--- src/rtl/bdr_pkg.sv ---
package bdr_pkg;
  localparam int REG_AW = 4;
  localparam int N_ENG  = 2;
  localparam int ENG_TX = 0;
  localparam int ENG_RX = 1;

  typedef enum logic [REG_AW-1:0] {
    REG_CTRL     = 4'h0,
    REG_MASK     = 4'h1,
    REG_STAT     = 4'h2,
    REG_TX_START = 4'h3,
    REG_TX_MID   = 4'h4,
    REG_TX_END   = 4'h5,
    REG_TX_CUR   = 4'h6,
    REG_RX_START = 4'h7,
    REG_RX_MID   = 4'h8,
    REG_RX_END   = 4'h9,
    REG_RX_CUR   = 4'hA
  } reg_sel_e;
endpackage

--- src/rtl/dma_ring_engine.sv ---
module dma_ring_engine #(
  parameter int AW = 16
) (
  input  logic          clk,
  input  logic          rst_n,
  input  logic          en,
  input  logic          frame_stb,
  input  logic [AW-1:0] start_addr,
  input  logic [AW-1:0] mid_addr,
  input  logic [AW-1:0] end_addr,
  input  logic          ack,
  output logic          req,
  output logic [AW-1:0] cur,
  output logic          take,
  output logic          done,
  output logic          hit_mid,
  output logic          hit_end
);
  function automatic logic [AW-1:0] ring_next(input logic [AW-1:0] p,
                                              input logic [AW-1:0] s,
                                              input logic [AW-1:0] e);
    return (p == e) ? s : p + 1'b1;
  endfunction

  logic busy;

  assign req     = busy;
  assign take    = !busy && en && frame_stb;
  assign done    = busy && ack;
  assign hit_mid = done && (cur == mid_addr);
  assign hit_end = done && (cur == end_addr);

  always_ff @(posedge clk or negedge rst_n) begin
    if (!rst_n) begin
      busy <= 1'b0;
      cur  <= '0;
    end else if (busy) begin
      if (ack) begin
        busy <= 1'b0;
        cur  <= ring_next(cur, start_addr, end_addr);
      end
    end else if (!en) begin
      cur <= start_addr;
    end else if (frame_stb) begin
      busy <= 1'b1;
    end
  end


  hold_addr_chk: assert property (@(posedge clk) disable iff (!rst_n)
    (req && !ack) |=> (req && $stable(cur)));

  wrap_chk: assert property (@(posedge clk) disable iff (!rst_n)
    (hit_end && $stable(start_addr)) |=> (cur == $past(start_addr)));

  idle_when_off_chk: assert property (@(posedge clk) disable iff (!rst_n)
    (!en && !req) |=> !req);

  half_excl_chk: assert property (@(posedge clk) disable iff (!rst_n)
    (mid_addr != end_addr) |-> $onehot0({hit_mid, hit_end}));
endmodule

--- src/rtl/dma_irq_status.sv ---
module dma_irq_status #(
  parameter int NSRC = 2,
  localparam int SW  = 3 * NSRC
) (
  input  logic            clk,
  input  logic            rst_n,
  input  logic [NSRC-1:0] hit_mid,
  input  logic [NSRC-1:0] hit_end,
  input  logic            clr_we,
  input  logic [SW-1:0]   clr_bits,
  input  logic [SW-1:0]   mask,
  output logic [SW-1:0]   stat,
  output logic            irq
);
  for (genvar g = 0; g < NSRC; g++) begin : g_src
    logic mid_q, end_q, ovr_q, ovr_set;
    assign ovr_set = (hit_mid[g] && mid_q) || (hit_end[g] && end_q);

    always_ff @(posedge clk or negedge rst_n) begin
      if (!rst_n) begin
        mid_q <= 1'b0;
        end_q <= 1'b0;
        ovr_q <= 1'b0;
      end else begin
        if (hit_mid[g])                      mid_q <= 1'b1;
        else if (clr_we && clr_bits[2*g])    mid_q <= 1'b0;
        if (hit_end[g])                      end_q <= 1'b1;
        else if (clr_we && clr_bits[2*g+1])  end_q <= 1'b0;
        if (ovr_set)                         ovr_q <= 1'b1;
        else if (clr_we && clr_bits[2*NSRC+g]) ovr_q <= 1'b0;
      end
    end

    assign stat[2*g]      = mid_q;
    assign stat[2*g+1]    = end_q;
    assign stat[2*NSRC+g] = ovr_q;


    ovr_flag_chk: assert property (@(posedge clk) disable iff (!rst_n)
      (hit_mid[g] && stat[2*g]) |=> stat[2*NSRC+g]);
  end

  assign irq = |(stat & mask);


  sticky_chk: assert property (@(posedge clk) disable iff (!rst_n)
    !clr_we |=> ((stat & $past(stat)) == $past(stat)));

  quiet_irq_chk: assert property (@(posedge clk) disable iff (!rst_n)
    (mask == '0) |-> !irq);
endmodule

--- src/rtl/bchan_dma_ring.sv ---
module bchan_dma_ring
  import bdr_pkg::*;
#(
  parameter int AW     = 16,
  parameter int DW     = 32,
  parameter int LANE_W = 8
) (
  input  logic              clk,
  input  logic              rst_n,
  input  logic              reg_we,
  input  logic [REG_AW-1:0] reg_addr,
  input  logic [DW-1:0]     reg_wdata,
  output logic [DW-1:0]     reg_rdata,
  input  logic              frame_stb,
  output logic              rd_req,
  output logic [AW-1:0]     rd_addr,
  input  logic              rd_ack,
  input  logic [DW-1:0]     rd_data,
  output logic              wr_req,
  output logic [AW-1:0]     wr_addr,
  output logic [DW-1:0]     wr_data,
  input  logic              wr_ack,
  input  logic [LANE_W-1:0] rx_b1,
  input  logic [LANE_W-1:0] rx_b2,
  output logic [LANE_W-1:0] tx_b1,
  output logic [LANE_W-1:0] tx_b2,
  output logic              irq
);
  localparam int SW     = 3 * N_ENG;
  localparam int PAIR_W = 2 * LANE_W;

  logic              ctrl_en;
  logic [SW-1:0]     irq_mask;
  logic [SW-1:0]     stat;
  logic [AW-1:0]     ring_start [N_ENG];
  logic [AW-1:0]     ring_mid   [N_ENG];
  logic [AW-1:0]     ring_end   [N_ENG];
  logic [AW-1:0]     cur        [N_ENG];
  logic [N_ENG-1:0]  req, ack, take, done, hit_mid, hit_end;
  logic [DW-1:0]     rx_word;
  logic              stat_clr_we;
  logic              unused_bits;

  assign unused_bits = ^{rd_data[DW-1:PAIR_W], reg_wdata[DW-1:AW]};

  always_ff @(posedge clk or negedge rst_n) begin
    if (!rst_n) begin
      ctrl_en  <= 1'b0;
      irq_mask <= '0;
      for (int i = 0; i < N_ENG; i++) begin
        ring_start[i] <= '0;
        ring_mid[i]   <= '0;
        ring_end[i]   <= '0;
      end
    end else if (reg_we) begin
      case (reg_sel_e'(reg_addr))
        REG_CTRL:     ctrl_en                <= reg_wdata[0];
        REG_MASK:     irq_mask               <= reg_wdata[SW-1:0];
        REG_TX_START: ring_start[ENG_TX]     <= reg_wdata[AW-1:0];
        REG_TX_MID:   ring_mid[ENG_TX]       <= reg_wdata[AW-1:0];
        REG_TX_END:   ring_end[ENG_TX]       <= reg_wdata[AW-1:0];
        REG_RX_START: ring_start[ENG_RX]     <= reg_wdata[AW-1:0];
        REG_RX_MID:   ring_mid[ENG_RX]       <= reg_wdata[AW-1:0];
        REG_RX_END:   ring_end[ENG_RX]       <= reg_wdata[AW-1:0];
        default: ;
      endcase
    end
  end

  always_comb begin
    reg_rdata = '0;
    case (reg_sel_e'(reg_addr))
      REG_CTRL:     reg_rdata[0]      = ctrl_en;
      REG_MASK:     reg_rdata[SW-1:0] = irq_mask;
      REG_STAT:     reg_rdata[SW-1:0] = stat;
      REG_TX_START: reg_rdata[AW-1:0] = ring_start[ENG_TX];
      REG_TX_MID:   reg_rdata[AW-1:0] = ring_mid[ENG_TX];
      REG_TX_END:   reg_rdata[AW-1:0] = ring_end[ENG_TX];
      REG_TX_CUR:   reg_rdata[AW-1:0] = cur[ENG_TX];
      REG_RX_START: reg_rdata[AW-1:0] = ring_start[ENG_RX];
      REG_RX_MID:   reg_rdata[AW-1:0] = ring_mid[ENG_RX];
      REG_RX_END:   reg_rdata[AW-1:0] = ring_end[ENG_RX];
      REG_RX_CUR:   reg_rdata[AW-1:0] = cur[ENG_RX];
      default: ;
    endcase
  end

  assign ack[ENG_TX] = rd_ack;
  assign ack[ENG_RX] = wr_ack;

  for (genvar g = 0; g < N_ENG; g++) begin : g_eng
    dma_ring_engine #(.AW(AW)) u_eng (
      .clk        (clk),
      .rst_n      (rst_n),
      .en         (ctrl_en),
      .frame_stb  (frame_stb),
      .start_addr (ring_start[g]),
      .mid_addr   (ring_mid[g]),
      .end_addr   (ring_end[g]),
      .ack        (ack[g]),
      .req        (req[g]),
      .cur        (cur[g]),
      .take       (take[g]),
      .done       (done[g]),
      .hit_mid    (hit_mid[g]),
      .hit_end    (hit_end[g])
    );
  end

  assign rd_req  = req[ENG_TX];
  assign rd_addr = cur[ENG_TX];
  assign wr_req  = req[ENG_RX];
  assign wr_addr = cur[ENG_RX];
  assign wr_data = rx_word;

  always_ff @(posedge clk or negedge rst_n) begin
    if (!rst_n) begin
      tx_b1   <= '0;
      tx_b2   <= '0;
      rx_word <= '0;
    end else begin
      if (done[ENG_TX]) begin
        tx_b1 <= rd_data[LANE_W-1:0];
        tx_b2 <= rd_data[PAIR_W-1:LANE_W];
      end
      if (take[ENG_RX])
        rx_word <= {{(DW-PAIR_W){1'b0}}, rx_b2, rx_b1};
    end
  end

  assign stat_clr_we = reg_we && (reg_addr == REG_STAT);

  dma_irq_status #(.NSRC(N_ENG)) u_stat (
    .clk      (clk),
    .rst_n    (rst_n),
    .hit_mid  (hit_mid),
    .hit_end  (hit_end),
    .clr_we   (stat_clr_we),
    .clr_bits (reg_wdata[SW-1:0]),
    .mask     (irq_mask),
    .stat     (stat),
    .irq      (irq)
  );


  lane_hold_chk: assert property (@(posedge clk) disable iff (!rst_n)
    !done[ENG_TX] |=> ($stable(tx_b1) && $stable(tx_b2)));

  wr_data_hold_chk: assert property (@(posedge clk) disable iff (!rst_n)
    (wr_req && !wr_ack) |=> $stable(wr_data));
endmodule

--- config.mk ---
export PLATFORM = sky130hd
export DESIGN_NAME = bchan_dma_ring
export DESIGN_NICKNAME = d
export VERILOG_FILES = /design/src/rtl/bdr_pkg.sv /design/src/rtl/dma_ring_engine.sv /design/src/rtl/dma_irq_status.sv /design/src/rtl/bchan_dma_ring.sv
export SDC_FILE = /design/constraint.sdc
export NUM_CORES = 1
export LEC_CHECK = 0
export BUFFER_PORTS_ARGS = -buffer_cell sky130_fd_sc_hd__buf_2
export CORE_ASPECT_RATIO = 0.8
export CORE_MARGIN = 3
export CORE_UTILIZATION = 35
export DETAILED_ROUTE_END_ITERATION = 8
export PLACE_DENSITY = 0.63
export SLEW_MARGIN = 30
export SYNTH_ARGS = -nofsm -noshare
export SYNTH_HDL_FRONTEND = slang
export SYNTH_HIERARCHICAL = 1
export SYNTH_SLANG_ARGS = --single-unit
--- constraint.sdc ---
create_clock -name clk -period 2.65 [get_ports clk]
set_clock_uncertainty 0.15 [all_clocks]
set_input_delay 0.53 -clock clk [delete_from_list [all_inputs] [get_ports clk]]
set_output_delay 0.53 -clock clk [all_outputs]
set_load 0.02 [all_outputs]
==> results_dict.tcl <==
set metrics [dict create \
    instances_no_fill 1462 \
    wl_per_cell_um 21.7 \
    max-vdd-ir-drop_mv 0.738 \
    place_inst 1419 \
    p_per_area_mw_per_mm2 1010 \
    start_kind "register" \
    holdCritStartpoint "rd_ack" \
    worstPathRequired_ps 1970 \
    final_core_util_pct 44.5 \
    groute.usage.overall_pct 20.4 \
    min_path_type "input pin to register" \
    final_common_cell "dfrtp_1" \
    cpPeakStageDelay_ps 500 \
    final_nets 1177 \
    htree_num_levels 4 \
    netlist_area_mm2 0.0100 \
    grt_overflow 0 \
    ys_types 65 \
    setup_ws_ps -76.7 \
    grtUsageMet1_pct 32.1 \
    leakagePower_nw 5.52 \
    slew_viol_final 0 \
    clockBufferDepth 2 \
    grt-busiest-layer "met1" \
    cts_tree "built" \
    cpLargestDelayFamily "simple AND/OR/NAND/NOR gates" \
    chipHeight_um 157 \
    path_class "register to output port" \
    failed_checks "setup timing" \
    port_buffers 140 \
    worst-r2r-setup-slack_ps 290 \
    antenna_found_initial 0 \
    grt_pass1_vias 7585 \
    drt-pass1-iter-count 5 \
    whs_endpoint "g_eng[0].u_eng/req" \
    drc 0 \
    r2r_start "g_eng[1].u_eng/cur[15]" \
    clock.fmax_mhz 367 \
    clk_latency_ps 450 \
    grt_use_met2_pct 29.2 \
    rsz0062_at_grt "yes" \
    met3_usage_pct 4.11 \
    layout_min_cycle_time_ps 2730 \
    synth_seq_area_share_pct 43.7 \
    worst-endpoint-arrival_ps 2050 \
    synthCells 875 \
    final_area_mm2 0.0124 \
    cts_root_buffer "clkbuf_16" \
    crit_buf_inv 1 \
    ys_warn_count 6 \
    cpMaxStageDelayCell "or4_4" \
    path_clk_slew_ps 70 \
    initial_core_util_pct 36.1 \
    routed_wl_um 31700 \
    n_fill_cell 2656 \
    total_power_mw 12.4 \
    hold_violations 0 \
    status "complete, but fails checks" \
    die-area_mm2 0.0307 \
    placed_area_mm2 0.0116 \
    timing.final.crit_share_pct 103 \
    critPathMaxFanout 2 \
    gp_congestion 0.917 \
    numCtsBuffers 17 \
    synth-seq-cells 175 \
    place_hpwl_um 24500 \
    tightest_slew_ps 605 \
    reg2reg_to "g_eng[1].u_eng/cur[11]" \
    synth_edf_count 0 \
    cp_cell_sequence "mux2_4 > a32o_2 > or4_4 > buf_6" \
    grt_pass1_wl_um 47500 \
    critPathCaptureType "output port" \
    slew_headroom_pct 59.2 \
    num_vias 7861 \
    synthArstFlopShare_pct 100 \
    fp.dieW_um 195 \
    pin_count 205 \
    setup_viol 3 \
    fp.coreArea_mm2 0.0278 \
    whs_ps 124 \
    num_antenna_cells 0 \
    synthFlopType "dfrtp_1" \
    grt_max_degree 52 \
    rows 54 \
    drtIter0Drc 579 \
    antenna_left 0 \
    worstSetupStartpoint "g_eng[0].u_eng/cur[4]" \
    viasPerCell 5.38 \
    areaGrowthSynthToFinish_pct 23.1 \
    r2r_cells 7 \
    final_cell_mix "171 x dfrtp_1, 140 x mux2_2, 131 x buf_2" \
    synth_area_per_cell_um2 11.5 \
    cts_sinks 175 \
    maxCapViolations 0 \
    drive_above_1_share_pct 44.0 \
    whs_path_depth 2 \
]
==> power by group <==
part	switching [mW]	internal, mW
Sequential	0.951	3.55
Combinational	3.04	2.34
Clock	1.20	1.34
==> logic make-up after synthesis <==
kind of cell	count (synthesis)	synth area share, %
AOI/OAI and AO/OA	155	11.9
xor gates and xnor gates	64	5.59
adders and majority gates	2	0.249
buffers and inverters	118	7.17
DFF	175	43.7
muxes	183	21.0
other	1	0.0374
and+or+nand+nor	177	10.3
==> Yosys cell counts (3+ instances only) <==
cell	n	area [um^2]
mux2_1	12	135
mux2_2	140	1580
nor3b_1	7	52.6
nor4_2	6	75.1
a32o_1	6	60.1
xor2_1	64	561
buf_2	21	105
o221ai_1	4	35.0
a32oi_1	19	166
nand4_1	14	87.6
a2bb2oi_1	7	61.3
o21bai_1	3	22.5
or2_2	3	18.8
mux2i_1	15	150
dfrtp_1	175	4380
inv_1	19	71.3
o21ai_0	7	35.0
nor3_1	5	25.0
a22o_1	4	35.0
a21oi_1	29	145
buf_4	50	375
buf_1	3	11.3
nor2_1	20	75.1
buf_6	8	90.1
o22a_1	27	236
nand3_1	27	135
or3_1	4	25.0
nor2b_1	7	43.8
mux2_4	15	225
a21o_1	4	30.0
nand3b_1	5	37.5
nand2b_1	4	25.0
and3_1	10	62.6
nor4_1	10	62.6
nand2_1	41	154
o211ai_1	6	45.0
a22oi_1	17	128
clkbuf_1	15	56.3
==> metal layers <==
metal | vias up | part of all wire (%)
met2 | 282 | 42
met5 | - | 0
met3 | 14 | 7.4
met4 | 0 | 0.49
met1 | 3975 | 50
li1 | 3590 | -
==> per-stage QoR <==
step	worst slack, ps	TNS, ps
after floorplan	112	0
after global placement	-123	-617
after detailed placement	-122	-568
after CTS	-99.7	-122
after global routing	-129	-300
final	-76.7	-90.2
==> worst register-to-register path, delay by kind of cell (launching register included) <==
| family | cells | cell delay [ps] |
|---|---|---|
| flip-flops | 1 | 470 |
| AND/OR/NAND/NOR | 1 | 430 |
| buffers and inverters | 2 | 390 |
| AO/OA/AOI/OAI | 2 | 370 |
| multiplexers | 1 | 310 |
| XOR/XNOR | 1 | 140 |
==> worst max path at each step <==
stage	end	slack, ps	cells past startpoint
floorplan	reg_rdata[15]	110	7
global placement	reg_rdata[4]	-120	5
detailed placement	reg_rdata[4]	-120	5
CTS	reg_rdata[4]	-100	4
global route	reg_rdata[4]	-130	4
finish	reg_rdata[4]	-80	4
==> repair_timing <==
| action | in CTS | in global routing |
|---|---|---|
| hold buffers | 1 | 0 |
| setup endpoints to repair | 11 | 10 |
| pin swaps | 4 | 3 |
| gates resized for setup | 16 | 15 |
| endpoints found under the hold margin | 47 | 0 |
| buffers inserted | 3 | 7 |
==> area by class of cell <==
cell class                      instances  area [um^2]  area share [%]
Timing Repair Buffer                  259         1730            14.0
Inverter                               19         71.3           0.577
Sequential cell                       175         4380            35.5
Clock inverter                         15          171            1.39
Clock buffer                           17          425            3.44
Multi-Input combinational cell        613         5120            41.5
Tap cell                              364          455            3.69
==> sequential cells by signal, summed over array words and instances, names as in the netlist <==
register            count
g_eng.u_eng/cur        32
ring_end               32
ring_mid               32
ring_start             32
wr_data                16
tx_b1                   8
tx_b2                   8
irq_mask                6
g_eng.u_eng/req         2
u_stat/g_src.end_q      2
u_stat/g_src.mid_q      2
u_stat/g_src.ovr_q      2
ctrl_en                 1
No activity file was read; power rests on OpenSTA's default activity.
